File: config.mk
export PLATFORM = sky130hd
export DESIGN_NAME = wdog_ctl
export DESIGN_NICKNAME = d
export VERILOG_FILES = /design/src/rtl/wdog_pkg.sv /design/src/rtl/wdog_regs.sv /design/src/rtl/wdog_count.sv /design/src/rtl/wdog_rstgen.sv /design/src/rtl/wdog_ctl.sv
export SDC_FILE = /design/constraint.sdc
export NUM_CORES = 1
export LEC_CHECK = 0
export ABC_AREA = 1
export BUFFER_PORTS_ARGS = -buffer_cell sky130_fd_sc_hd__buf_4
export CORE_ASPECT_RATIO = 1.25
export CORE_MARGIN = 2
export CORE_UTILIZATION = 45
export DETAILED_ROUTE_END_ITERATION = 16
export HOLD_SLACK_MARGIN = 0.12
export MAX_ROUTING_LAYER = met4
export SYNTH_ARGS = -nofsm -noshare
export SYNTH_HDL_FRONTEND = slang
export SYNTH_SLANG_ARGS = --single-unit
File: constraint.sdc
create_clock -name clk -period 1.98 [get_ports clk]
set_clock_uncertainty 0.05 [all_clocks]
set_input_delay 0.198 -clock clk [delete_from_list [all_inputs] [get_ports clk]]
set_output_delay 0.198 -clock clk [all_outputs]
set_load 0.005 [all_outputs]
File: src/rtl/wdog_pkg.sv
package wdog_pkg;

    // Power-mode input encoding
    typedef enum logic [1:0] {
        PM_RUN       = 2'b00,
        PM_IDLE_LITE = 2'b01,
        PM_IDLE_DEEP = 2'b10,
        PM_STOP      = 2'b11
    } pwr_mode_e;

    // Mode register, LSB first: enable, period, reset mode, deep-idle run
    typedef struct packed {
        logic       deep_run;
        logic       rst_en;
        logic [1:0] period;
        logic       enable;
    } wd_mode_t;

    localparam int MODE_W = $bits(wd_mode_t);

    localparam wd_mode_t MODE_RESET = '{
        deep_run: 1'b0,
        rst_en:   1'b0,
        period:   2'd0,
        enable:   1'b1
    };

    localparam int NUM_TAPS = 4;

    // Does the power mode let the counter advance?
    function automatic logic pm_counts(input wd_mode_t m, input logic [1:0] pm);
        logic ok;
        case (pwr_mode_e'(pm))
            PM_RUN:       ok = 1'b1;
            PM_IDLE_DEEP: ok = m.deep_run;
            default:      ok = 1'b0;
        endcase
        return ok;
    endfunction

endpackage

File: src/rtl/wdog_regs.sv
module wdog_regs
    import wdog_pkg::*;
#(
    parameter int         DATA_W   = 8,
    parameter logic [7:0] CLR_CODE = 8'h4E
) (
    input  logic              clk,
    input  logic              rst,
    input  logic              reg_wr,
    input  logic              reg_sel,
    input  logic [DATA_W-1:0] reg_wdata,
    output wd_mode_t          mode_q,
    output logic              clr_hit
);
    logic mode_wr;

    assign mode_wr = reg_wr & ~reg_sel;
    assign clr_hit = reg_wr & reg_sel & (reg_wdata == DATA_W'(CLR_CODE));

    always_ff @(posedge clk) begin
        if (rst) begin
            mode_q <= MODE_RESET;
        end else if (mode_wr) begin
            mode_q <= wd_mode_t'(reg_wdata[MODE_W-1:0]);
        end
    end
endmodule

File: src/rtl/wdog_count.sv
module wdog_count
    import wdog_pkg::*;
#(
    parameter int CNT_W    = 22,
    parameter int TAP_BASE = 15,
    parameter int TAP_STEP = 2
) (
    input  logic             clk,
    input  logic             rst,
    input  logic             run,
    input  logic             hold_zero,
    input  logic [1:0]       period,
    output logic             ovf,
    output logic [CNT_W-1:0] cnt_q
);
    logic                phase_q;
    logic [NUM_TAPS-1:0] tap_full;

    // One "all ones below and at the tap" detector per selectable stage
    for (genvar i = 0; i < NUM_TAPS; i++) begin : g_tap
        localparam int TP = TAP_BASE + TAP_STEP * i;
        assign tap_full[i] = &cnt_q[TP:0];
    end

    always_ff @(posedge clk) begin
        if (rst || hold_zero) begin
            phase_q <= 1'b0;
            cnt_q   <= '0;
        end else if (run) begin
            phase_q <= ~phase_q;
            if (phase_q) begin
                cnt_q <= cnt_q + 1'b1;
            end
        end
    end

    assign ovf = run & ~hold_zero & phase_q & tap_full[period];
endmodule

File: src/rtl/wdog_rstgen.sv
module wdog_rstgen #(
    parameter int RST_LEN = 24
) (
    input  logic clk,
    input  logic rst,
    input  logic trigger,
    output logic active
);
    localparam int LW = $clog2(RST_LEN + 1);

    logic [LW-1:0] left_q;

    always_ff @(posedge clk) begin
        if (rst) begin
            left_q <= '0;
        end else if (trigger) begin
            left_q <= LW'(RST_LEN);
        end else if (left_q != '0) begin
            left_q <= left_q - 1'b1;
        end
    end

    assign active = (left_q != '0);
endmodule

File: src/rtl/wdog_ctl.sv
module wdog_ctl
    import wdog_pkg::*;
#(
    parameter int         CNT_W          = 22,
    parameter int         TAP_BASE       = 15,
    parameter int         TAP_STEP       = 2,
    parameter int         RST_LEN        = 24,
    parameter logic [7:0] CLR_CODE       = 8'h4E,
    parameter bit         KEEP_ON_BUSREL = 1'b1
) (
    input  logic       clk,
    input  logic       rst,
    input  logic       reg_wr,
    input  logic       reg_sel,
    input  logic [7:0] reg_wdata,
    input  logic [1:0] pwr_mode,
    input  logic       bus_ack_n,
    output logic       wd_irq,
    output logic       wd_rst_req
);
    wd_mode_t         mode_q;
    logic             clr_hit;
    logic             bus_ok;
    logic             run;
    logic             hold_zero;
    logic             ovf;
    logic             rst_active;
    logic [CNT_W-1:0] cnt_q;
    logic             irq_q;

    wdog_regs #(
        .DATA_W   (8),
        .CLR_CODE (CLR_CODE)
    ) u_regs (
        .clk       (clk),
        .rst       (rst),
        .reg_wr    (reg_wr),
        .reg_sel   (reg_sel),
        .reg_wdata (reg_wdata),
        .mode_q    (mode_q),
        .clr_hit   (clr_hit)
    );

    // Bus release only gates counting when the variant asks for it
    assign bus_ok    = bus_ack_n | KEEP_ON_BUSREL;
    assign run       = mode_q.enable & pm_counts(mode_q, pwr_mode) & bus_ok & ~rst_active;
    assign hold_zero = clr_hit | rst_active;

    wdog_count #(
        .CNT_W    (CNT_W),
        .TAP_BASE (TAP_BASE),
        .TAP_STEP (TAP_STEP)
    ) u_count (
        .clk       (clk),
        .rst       (rst),
        .run       (run),
        .hold_zero (hold_zero),
        .period    (mode_q.period),
        .ovf       (ovf),
        .cnt_q     (cnt_q)
    );

    wdog_rstgen #(
        .RST_LEN (RST_LEN)
    ) u_rstgen (
        .clk     (clk),
        .rst     (rst),
        .trigger (ovf & mode_q.rst_en),
        .active  (rst_active)
    );

    always_ff @(posedge clk) begin
        if (rst) begin
            irq_q <= 1'b0;
        end else begin
            irq_q <= ovf & ~mode_q.rst_en;
        end
    end

    assign wd_irq     = irq_q;
    assign wd_rst_req = rst_active;
endmodule

==> summary.md, run 1 <==
| Metric | Value |
|---|---|
| Met3 wire length | `about 140 um` |
| Seq cells post-synth | `34` |
| Post-Synth Adder-Cell Area | `2.046%` |
| Buf/Inv on CP | `2` |
| Clock Path Buffers | `2` |
| Delay-heaviest family, CP | `simple AND/OR/NAND/NOR gates` |
| Final setup fails | `0` |
| Worst-margin pin slew | `approximately 0.4 ns` |
| Required @ worst endpoint | `2.11 ns` |
| PortBufs | `15` |
| First-iteration detailed-routing DRC count | `61` |
| Final Max Tran Viols | `0` |
| Pwr dens | `roughly 890 nW/um^2` |
| IR drop worst, VDD | `around 430 uV` |
| Largest family of logic cells by synthesized area | `simple AND/OR/NAND/NOR gates` |
| Reg2Reg Launch Point | `u_rstgen.left_q[0]` |
| Count of warnings emitted by yosys | `0` |
| Diode count | `0` |
| Final wirelength | `4.030 mm` |
| Final Wtd Congestion | `0.8413` |
| Yosys cell types | `28` |
| Die Ht | `75.38 um` |
| Critical Path Max Stage Delay | `about 0.30 ns` |
| Largest net degree at the start of global routing | `16` |
| Status | `complete, no violations` |
| Synth Flop Type | `dfxtp_1` |
| Max-slew headroom | `between 70% and 80%` |
| Proportion of synthesized area in mux cells | `0%` |
| First-pass GRT wire length | `6.527 mm` |
| WL per Instance | `approximately 11 um` |
| Share of the synthesized area in the top cell type | `between 30% and 40%` |
| Post-Synth XOR/XNOR Area | `under 10%` |
| Post-synth EDFFs | `0` |
| CTS tree | `done` |
| Max Cap Violations | `0` |
| Most used cell, CP | `nor2_4` |
| Compound-gate portion of the synthesized area | `between 10 and 15%` |
| Layout cells sized above 1 | `a little over an eighth` |
| Register area share after synthesis | `a little under two fifths` |
| Final Cycle Share | `90.95%` |
| Slowest CP cell | `dfxtp_1` |
| Final Cell Area | `2205 sq um` |
| Met2 wire length | `slightly below 2 mm` |
| Startpoint types | `flip-flop` |
| DRC Markers | `0` |
| Crit Path Category | `reg -> reg` |
| Highest routed metal layer | `met4` |
| Mean post-synth cell area | `6.719 sq um` |
| Clock slew at reported path FFs | `about 0.070 ns` |
| Grt ovf | `0` |
| Placed Cells | `roughly 340` |
| Root buffer cell | `clkbuf_8` |
| CP Cell Sequence | `inv_1 > ha_1 > nand2_2 > nor2_4 > nand3_4 > nor2_4 > buf_12 > nand2_1 > o21ai_0 > nor2_1` |
| Starting density of the core | `between 40 and 50%` |
| Nets | `322` |
| Post-DP Area | `approximately 2000 sq um` |
| Max Fanout on Critical Path | `12` |
| Final hold viol count | `0` |
| Chip width | `between 60 and 70 um` |
| IO Count | `17` |
| Die area | `4606 sq um` |
| Most instantiated cells after synthesis | `nand2_1 (63), nor2_1 (43), inv_1 (35), dfxtp_1 (34), a21oi_1 (19)` |
| Post-DP HPWL | `approximately 2.9 mm` |
| Vias in the first global route | `approximately 1,600` |
| Synth area leader | `dfxtp_1` |
| Gate Count Post-Synth | `273` |
| Ranking of synthesized cells by area | `dfxtp_1 (37%), nand2_1 (13%), nor2_1 (8.8%), inv_1 (7.2%), a21oi_1 (5.2%)` |
| Setup crit start | `u_rstgen.left_q[0]` |
| Number of buffers created by CTS | `5` |
| Syn Std Cell Area | `around 1800 sq um` |
| Worst-skew pair later-pin latency | `0.29 ns` |
| ANT nets after route | `0` |
| Share of flip-flops with an asynchronous set or reset | `0%` |
| Total Routing Usage GR | `roughly a fifth` |
| Final std cells w/o fill | `~360` |
| Setup TNS | `0 ns` |
| Clock sinks | `34` |
| Simple-Gate Fraction of Synth Area | `around two fifths` |
| Vias per cell | `~5` |
| Via Count | `1,790` |
| Layout area overhead | `20.19%` |
| Met1 WL | `between 1.5 and 2 mm` |
| Hold path startpoint | `reg_wdata[0]` |
| P_leak | `roughly 0.00090 uW` |
| F_max | `roughly 0.56 GHz` |
| Worst min path class | `in -> reg` |
| Syn_nets | `291` |
| Min cycle time layout | `about 1.8 ns` |
| Worst EP arrival | `about 1.9 ns` |
| Initial antenna violation count | `0` |
| RSZ-0062 raised after global routing | `yes` |
| Core region area | `about 3800 sq um` |
| Most frequent cell after synthesis | `nand2_1` |
| # rows | `25` |
| Htree depth | `2` |
| CP Capture Type | `flip-flop` |
| 1st-pass router iterations | `4` |
## cell usage in the layout (no fill, tap or decap), types with 2 or more instances in the layout
master         synthesis  routed
nor2_4                 3       3
nand4_1                9       9
clkbuf_8               0       5
nor3_2                 2       2
dfxtp_1               34      34
o21a_1                 2       2
buf_4                  2      21
inv_2                  2       2
nand2_1               63      63
inv_1                 35      35
nand3_1               17      17
clkbuf_1               0       2
and3_1                 2       2
a31oi_1                3       3
xor2_1                 3       3
ha_1                   3       3
o21ai_0               14      14
a21oi_1               19      19
nor2_1                43      43
nor3_1                 7       7
dlygate4sd3_1          0       4
## state kept, by name, summed over array words and instances (netlist names)
register and cells:
u_count.phase_q 1, u_regs.mode_q 5, wd_irq 1, u_rstgen.left_q 5, u_count.cnt_q 22
## routing by layer
layer | global-route usage [%] | vias up
met5 | - | -
met4 | 8.696 | 0
met3 | 5.093 | 8
met2 | 33.33 | 23
met1 | 21.66 | 811
li1 | - | 948
## worst min-delay path, cell delays in order
cell and delay, ns:
buf_4 0.07, inv_1 0.04, o211ai_1 0.15
## kinds of logic after synthesis
kind of cell	after synthesis
adder cells (fa/ha/maj)	3
flip-flops	34
AND/OR/NAND/NOR	154
buffers and inverters	40
XOR/XNOR	3
AO/OA/AOI/OAI	39
## per-stage QoR
step | util [%] | power [uW] | setup slack (ns) | hold WS (ns)
finish | 57.30 | 1967 | 0.1792 | 0.1562
global route | 57.30 | 2115 | -0.02364 | 0.1529
CTS | 56.26 | 1994 | 0.1339 | 0.1584
detailed placement | 52.46 | 1358 | 0.1599 | 0.3376
global placement | 52.46 | 1351 | 0.1868 | 0.3382
floorplan | - | 1203 | 0.4120 | 0.2171
## final timing paths
check | to | slack, ns | depth (start not counted)
hold / removal | u_regs.mode_q[0] | 0.16 | 3
setup / recovery | u_count.cnt_q[17] | 0.18 | 10
setup reg to reg | u_count.cnt_q[17] | 0.18 | 10
hold reg to reg | wd_irq | 0.39 | 1
## area by class of cell
type	count	area, sq um
Timing Repair Buffer	27	222.7
Fill cell	391	1643
Sequential cell	34	680.7
Clock inverter	1	30.03
Multi-Input combinational cell	199	988.4
Clock buffer	7	76.32
Tap cell	54	67.56
Inverter	37	138.9
## where the power goes
part | internal [uW] | switching (uW) | leakage, uW | total (uW)
registers | 734 | 29.3 | 0.000276 | 764
clock network | 377 | 251 | 0.0000524 | 628
logic | 239 | 337 | 0.000570 | 576
## timing repair
item	4_1_cts	5_1_grt
endpoints found under the setup margin	0	8
resized for setup	0	0
setup buffers	0	4
endpoints found under the hold margin	6	0
hold buffers	4	0
No activity file was read; power rests on OpenSTA's default activity.
==> run 2, diff against run 1 <==
--- a/config.mk
+++ b/config.mk
@@ -13,6 +13,7 @@
 export DETAILED_ROUTE_END_ITERATION = 16
 export HOLD_SLACK_MARGIN = 0.12
 export MAX_ROUTING_LAYER = met4
+export RECOVER_POWER = 100
 export SYNTH_ARGS = -nofsm -noshare
 export SYNTH_HDL_FRONTEND = slang
 export SYNTH_SLANG_ARGS = --single-unit
==> run 2 against run 1 <==
Compared with the run above:
- first-iteration DRC count increased by 1.6%
- via count increased by 0.11%
- core utilization decreased by 0.23 points
- non-clock buffer count unchanged
- total power decreased by 0.13%
- register-to-register slack about the same
- sequential cell count unchanged
- cell count unchanged
- clock-buffer cell count unchanged
- maximum frequency decreased by 0.35%
- sequential share of layout area increased by 0.12 points
- critical endpoint is now u_count.cnt_q[7]
==> summary.md, run 2 (synthesis results as in run 1) <==
| Metric | Value |
|---|---|
| Hold EP | `u_regs.mode_q[0]` |
| Via Count | `1,792 (+0.11%)` |
| Final hold viol count | `0 (unchanged)` |
| Leading cell type in the layout, fill and taps excluded | `nand2_1` |
| CP Cell Sequence | `inv_1 > ha_1 > nand2_2 > nor2_4 > nand3_4 > nor2_4 > clkbuf_2 > nand3_1 > nand2_1 > nor2_1` |
| Final setup fails | `0 (unchanged)` |
| Htree depth | `2 (unchanged)` |
| Nets | `322 (unchanged)` |
| Vias in the first global route | `1,558 (unchanged)` |
| Largest register FFs | `22 (unchanged)` |
| CP Capture Type | `flip-flop` |
| Final Cell Area | `2196 sq um (-0.40%)` |
| Hold path startpoint | `reg_wdata[0]` |
| IO Count | `17 (unchanged)` |
| Layout cells sized above 1 | `13.11% (-0.33 points)` |
| Pwr dens | `894.7 nW/um^2 (+0.26%)` |
| Largest net degree at the start of global routing | `16 (unchanged)` |
| WL per Instance | `11.26 um (+0.32%)` |
| F_max | `0.5534 GHz (-0.35%)` |
| Chip width | `61.11 um (unchanged)` |
| Die area | `4606 sq um (unchanged)` |
| Layout area overhead | `19.71%` |
| Max Cap Violations | `0 (unchanged)` |
| Diode count | `0 (unchanged)` |
| Setup WS post-layout | `0.1728 ns (-0.006385 ns)` |
| Crit Path Category | `reg -> reg` |
| Most frequent cells in the layout | `nand2_1 (63), nor2_1 (43), inv_1 (35), dfxtp_1 (34), a21oi_1 (19)` |
| Vias per cell | `4.992 (+0.11%)` |
| Final wirelength | `4.043 mm (+0.32%)` |
| IR drop worst, VDD | `430.8 uV (about the same)` |
| Reg2Reg Launch Point | `u_rstgen.left_q[0]` |
| Number of buffers created by CTS | `5 (unchanged)` |
| Clock Path Buffers | `2 (unchanged)` |
| Initial antenna violation count | `0 (unchanged)` |
| Clock sinks | `34 (unchanged)` |
| First-pass GRT wire length | `6.527 mm (unchanged)` |
| Tot Pwr | `1965 uW (-0.13%)` |
| Worst min path class | `in -> reg` |
| Seq pwr share | `38.9% (about the same)` |
| Post-placement setup slack | `0.1599 ns (unchanged)` |
| Post_cts resized | `0 (unchanged)` |
| R2r setup slk | `0.17 ns (about the same)` |
| P_leak | `0.0008920 uW (-0.67%)` |
| Largest regs | `u_count.cnt_q (22), u_regs.mode_q (5), u_rstgen.left_q (5)` |
| Worst R2R End | `u_count.cnt_q[7]` |
| Starting density of the core | `47.67% (unchanged)` |
| Required @ worst endpoint | `2.11 ns (about the same)` |
| Clock slew at reported path FFs | `0.07 ns (about the same)` |
| Switch share | `31.42% (about the same)` |
| ANT nets after route | `0 (unchanged)` |
| CTS tree | `done` |
| First-iteration detailed-routing DRC count | `62 (+1.6%)` |
| Worst-margin pin slew | `0.3986 ns (-0.0008546 ns)` |
| Most used cell, CP | `nor2_4` |
| Total Routing Usage GR | `19.79% (unchanged)` |
| Hold depth | `3 (unchanged)` |
| # rows | `25 (unchanged)` |
| Slowest CP cell | `dfxtp_1` |
| Final Wtd Congestion | `0.8413 (unchanged)` |
| DRC Markers | `0 (unchanged)` |
| Setup TNS | `0 ns (unchanged)` |
| PortBufs | `15 (unchanged)` |
| Post-DP Area | `2018 sq um (unchanged)` |
| Die Ht | `75.38 um (unchanged)` |
| Grt ovf | `0 (unchanged)` |
| Startpoint types | `flip-flop` |
| Max-slew headroom | `73.37% (about the same)` |
| Min cycle time layout | `1.807 ns (+0.006385 ns)` |
| Psw | `617.2 uW (about the same)` |
| Status | `complete, no violations` |
| Critical Path Max Stage Delay | `0.30 ns (about the same)` |
| Logic pwr share | `29.2% (about the same)` |
| RSZ-0062 raised after global routing | `yes` |
| Core region area | `3847 sq um (unchanged)` |
| Clock power frac | `32.0% (about the same)` |
| Root buffer cell | `clkbuf_8` |
| Worst-skew pair later-pin latency | `0.29 ns (about the same)` |
| Final Cycle Share | `91.27% (+0.32 points)` |
| Worst EP arrival | `1.94 ns (about the same)` |
| Core Util, Final | `57.07% (-0.23 points)` |
| Post-DP HPWL | `2.894 mm (unchanged)` |
| Pint | `1347 uW (-0.16%)` |
| Max Fanout on Critical Path | `12 (unchanged)` |
| 1st-pass router iterations | `4 (unchanged)` |
| Reg2Reg Depth | `10 (unchanged)` |
| Final Max Tran Viols | `0 (unchanged)` |
| Largest Register | `u_count.cnt_q` |
==> run 2: power by group through the flow <==
stage                     registers, uW  logic, uW  clock network, uW
after floorplan                     773        430                  0
after global placement              779        572                  0
after detailed placement            780        578                  0
after CTS                           764        587                643
after global routing                769        672                672
final                               764        573                628
==> run 2: per-layer routing <==
metal / GRT usage, % / up-vias / part of all wire (%)
met5: - / - / 0
met4: 8.696 / 0 / 2.5
met3: 5.093 / 8 / 4.7
met2: 33.33 / 33 / 49
met1: 21.66 / 806 / 44
li1: - / 945 / -
==> run 2: per-stage QoR <==
stage               hold WS (ns)  cells
floorplan                 0.2171    273
global placement          0.3382    343
detailed placement        0.3376    343
CTS                       0.1584    355
global route              0.1529    359
finish                    0.1562    359
==> run 2: final cells by class <==
cell class	count	area, sq um
Inverter	37	138.9
Sequential cell	34	680.7
Tap cell	54	67.56
Clock buffer	7	76.32
Fill cell	391	1652
Timing Repair Buffer	27	219.0
Clock inverter	1	30.03
Multi-Input combinational cell	199	983.4
==> run 2: repair_timing <==
action                     CTS  global route
setup buffers                0             4
setup endpoints to repair    0             8
hold endpoints to repair     6             0
hold buffers                 4             0
==> run 2: worst max-delay path by stage <==
stage / start / end / depth (start not counted)
5_1_grt: u_rstgen.left_q[0] / u_count.cnt_q[3] / 9
4_1_cts: u_rstgen.left_q[0] / u_count.cnt_q[17] / 9
6_report: u_rstgen.left_q[0] / u_count.cnt_q[7] / 10
3_3_place_gp: u_rstgen.left_q[0] / u_rstgen.left_q[2] / 9
2_1_floorplan: u_rstgen.left_q[0] / u_count.cnt_q[13] / 10
3_5_place_dp: u_rstgen.left_q[0] / u_count.cnt_q[17] / 9
==> run 2: critical path, delay by kind of cell, from the launching register on <==
kind                     cells  cell delay [ns]
adder cells (fa/ha/maj)      1             0.20
buffers and inverters        2             0.33
flip-flops                   1             0.30
AND/OR/NAND/NOR              7             0.82
==> run 3, diff against run 2 <==
--- a/config.mk
+++ b/config.mk
@@ -13,7 +13,9 @@
 export DETAILED_ROUTE_END_ITERATION = 16
 export HOLD_SLACK_MARGIN = 0.12
 export MAX_ROUTING_LAYER = met4
+export PLACE_DENSITY = 0.68
 export RECOVER_POWER = 100
+export SLEW_MARGIN = 20
 export SYNTH_ARGS = -nofsm -noshare
 export SYNTH_HDL_FRONTEND = slang
 export SYNTH_SLANG_ARGS = --single-unit
==> run 3 against run 2 <==
Compared with the run above:
- global-route usage down 0.99 points
- first-iteration DRC count down 3.2%
- register-to-register slack worse by 0.02 ns
- clock power down 0.8%
- critical endpoint unchanged
- total power down 0.21%
- non-clock buffer count down 2
- core utilization down 0.75 points
- worst setup slack worse by 0.017 ns
==> summary.md, run 3 (synthesis results as in run 1) <==
| Metric | Value |
|---|---|
| Core Util, Final | `56.33% (-0.75 points)` |
| Slowest CP cell | `dfxtp_1` |
| Vias per cell | `4.902 (-1.8%)` |
| Max Fanout on Critical Path | `11 (-1)` |
| Largest net degree at the start of global routing | `16 (unchanged)` |
| Clock slew at reported path FFs | `0.07 ns (about the same)` |
| Max Cap Violations | `0 (unchanged)` |
| Initial antenna violation count | `0 (unchanged)` |
| Leading cell type in the layout, fill and taps excluded | `nand2_1` |
| Min cycle time layout | `1.824 ns (+0.01698 ns)` |
| Root buffer cell | `clkbuf_8` |
| Final wirelength | `3.844 mm (-4.9%)` |
| Vias in the first global route | `1,547 (-0.71%)` |
| CP Capture Type | `flip-flop` |
| 1st-pass router iterations | `4 (unchanged)` |
| PortBufs | `15 (unchanged)` |
| First-iteration detailed-routing DRC count | `60 (-3.2%)` |
| Clock sinks | `34 (unchanged)` |
| Worst-skew pair later-pin latency | `0.29 ns (about the same)` |
| WL per Instance | `10.77 um (-4.4%)` |
| Worst-margin pin slew | `0.4336 ns (+0.03507 ns)` |
| Post-DP Area | `2026 sq um (+0.37%)` |
| Largest regs | `u_count.cnt_q (22), u_regs.mode_q (5), u_rstgen.left_q (5)` |
| Most frequent cells in the layout | `nand2_1 (63), nor2_1 (44), inv_1 (35), dfxtp_1 (34), a21oi_1 (19)` |
| Reg area | `680.7 sq um (unchanged)` |
| Layout cells sized above 1 | `12.87% (-0.24 points)` |
| RSZ-0062 raised after global routing | `no` |
| Grt ovf | `0 (unchanged)` |
| Die Ht | `75.38 um (unchanged)` |
| F_max | `0.5482 GHz (-0.93%)` |
| Pwr dens | `904.7 nW/um^2 (+1.1%)` |
| Layout area overhead | `18.14%` |
| Required @ worst endpoint | `2.12 ns (about the same)` |
| Setup WS post-layout | `0.1559 ns (-0.01698 ns)` |
| Delay-heaviest family, CP | `simple AND/OR/NAND/NOR gates` |
| Die area | `4606 sq um (unchanged)` |
| Worst min path class | `in -> reg` |
| Largest Register | `u_count.cnt_q` |
| Final setup fails | `0 (unchanged)` |
| IR drop worst, VDD | `366.4 uV (-15%)` |
| Clock Path Buffers | `2 (unchanged)` |
| CP Cell Sequence | `inv_1 > ha_1 > nand2_2 > nor2_4 > nand3_4 > nor2_4 > clkbuf_2 > nand3_1 > nand2_1 > nor2_1` |
| IO Count | `17 (unchanged)` |
| Crit Path Category | `reg -> reg` |
| Core region area | `3847 sq um (unchanged)` |
| Worst EP arrival | `1.96 ns (+0.02 ns)` |
| Final Max Tran Viols | `0 (unchanged)` |
| Final Wtd Congestion | `0.8104 (-3.7%)` |
| DRC Markers | `0 (unchanged)` |
| P_leak | `0.0008811 uW (-1.2%)` |
| Chip width | `61.11 um (unchanged)` |
| Final Cell Area | `2167 sq um (-1.3%)` |
| Number of buffers created by CTS | `5 (unchanged)` |
| Post-DP HPWL | `2.868 mm (-0.89%)` |
| Starting density of the core | `47.67% (unchanged)` |
| Status | `complete, no violations` |
| Buf/Inv on CP | `2 (unchanged)` |
| Total Routing Usage GR | `18.80% (-0.99 points)` |
| Via Count | `1,750 (-2.3%)` |
| Largest register FFs | `22 (unchanged)` |
| Filler cell count in the final layout | `402 (+2.8%)` |
| Post-placement setup slack | `0.1834 ns (+0.02352 ns)` |
| First-pass GRT wire length | `6.134 mm (-6.0%)` |
| Nets | `320 (-0.62%)` |
| Startpoint types | `flip-flop` |
| Multi-input logic area | `985.9 sq um (+0.25%)` |
| Final hold viol count | `0 (unchanged)` |
| Most used cell, CP | `nor2_4` |
| Max-slew headroom | `71.03% (-2.3 points)` |
| Setup TNS | `0 ns (unchanged)` |
| Diode count | `0 (unchanged)` |
| Critical Path Max Stage Delay | `0.30 ns (about the same)` |
| Final Cycle Share | `92.13% (+0.86 points)` |
| # rows | `25 (unchanged)` |
| CTS tree | `done` |
| Htree depth | `2 (unchanged)` |
| ANT nets after route | `0 (unchanged)` |
## run 3: cell count changes in the layout (fill, tap and decap cells not counted)
cell | previous run | this run
buf_12 | 1 | 0
buf_4 | 17 | 16
clkbuf_1 | 3 | 2
clkinv_2 | 0 | 2
dlygate4sd3_1 | 4 | 3
nor2_1 | 43 | 44
nor2_2 | 2 | 0
nor2_4 | 2 | 3
## run 3: worst paths after layout
path | from | endpoint | slack [ns] | cells after the start
hold / removal | reg_wdata[1] | u_regs.mode_q[1] | 0.14 | 3
hold reg to reg | u_regs.mode_q[3] | wd_irq | 0.40 | 1
setup reg to reg | u_rstgen.left_q[0] | u_count.cnt_q[7] | 0.16 | 10
setup / recovery | u_rstgen.left_q[0] | u_count.cnt_q[7] | 0.16 | 10
## run 3: area by class of cell
class / instances / area share (%)
timing repair buffer: 25 / 8.545
clock buffer: 5 / 3.176
tap: 54 / 3.118
inverter: 37 / 6.409
multi-input combinational: 199 / 45.50
sequential: 34 / 31.41
clock inverter: 3 / 1.848
## run 3: layer usage
metal	vias to the layer above	track usage (%)	part of all wire (%)	wire [um]
li1	941	-	-	-
met1	768	20.02	45	1725
met2	33	30.85	49	1875
met3	8	5.603	3.8	147
met4	0	10.14	2.5	97
met5	-	-	0	0
## run 3: worst min-delay path, stage by stage
cell and delay (ns):
buf_4 0.07, inv_1 0.04, a21oi_1 0.12
## run 3: stage by stage
stage,hold slack (ns),cells,power [uW]
after floorplan,0.2171,273,1203
after global placement,0.3431,344,1350
after detailed placement,0.3424,344,1359
after CTS,0.1306,355,1999
after global routing,0.1382,357,2094
final,0.1405,357,1961
## run 3: what timing repair did
action,4_1_cts,5_1_grt
hold endpoints to repair,5,0
setup endpoints to repair,0,1
resized for setup,0,0
buffers inserted,0,2
hold buffers,3,0
## run 3: power by group
part	internal (uW)	switching, uW
sequential	734	27.4
clock	370	253
combinational	237	338
total	1340	619
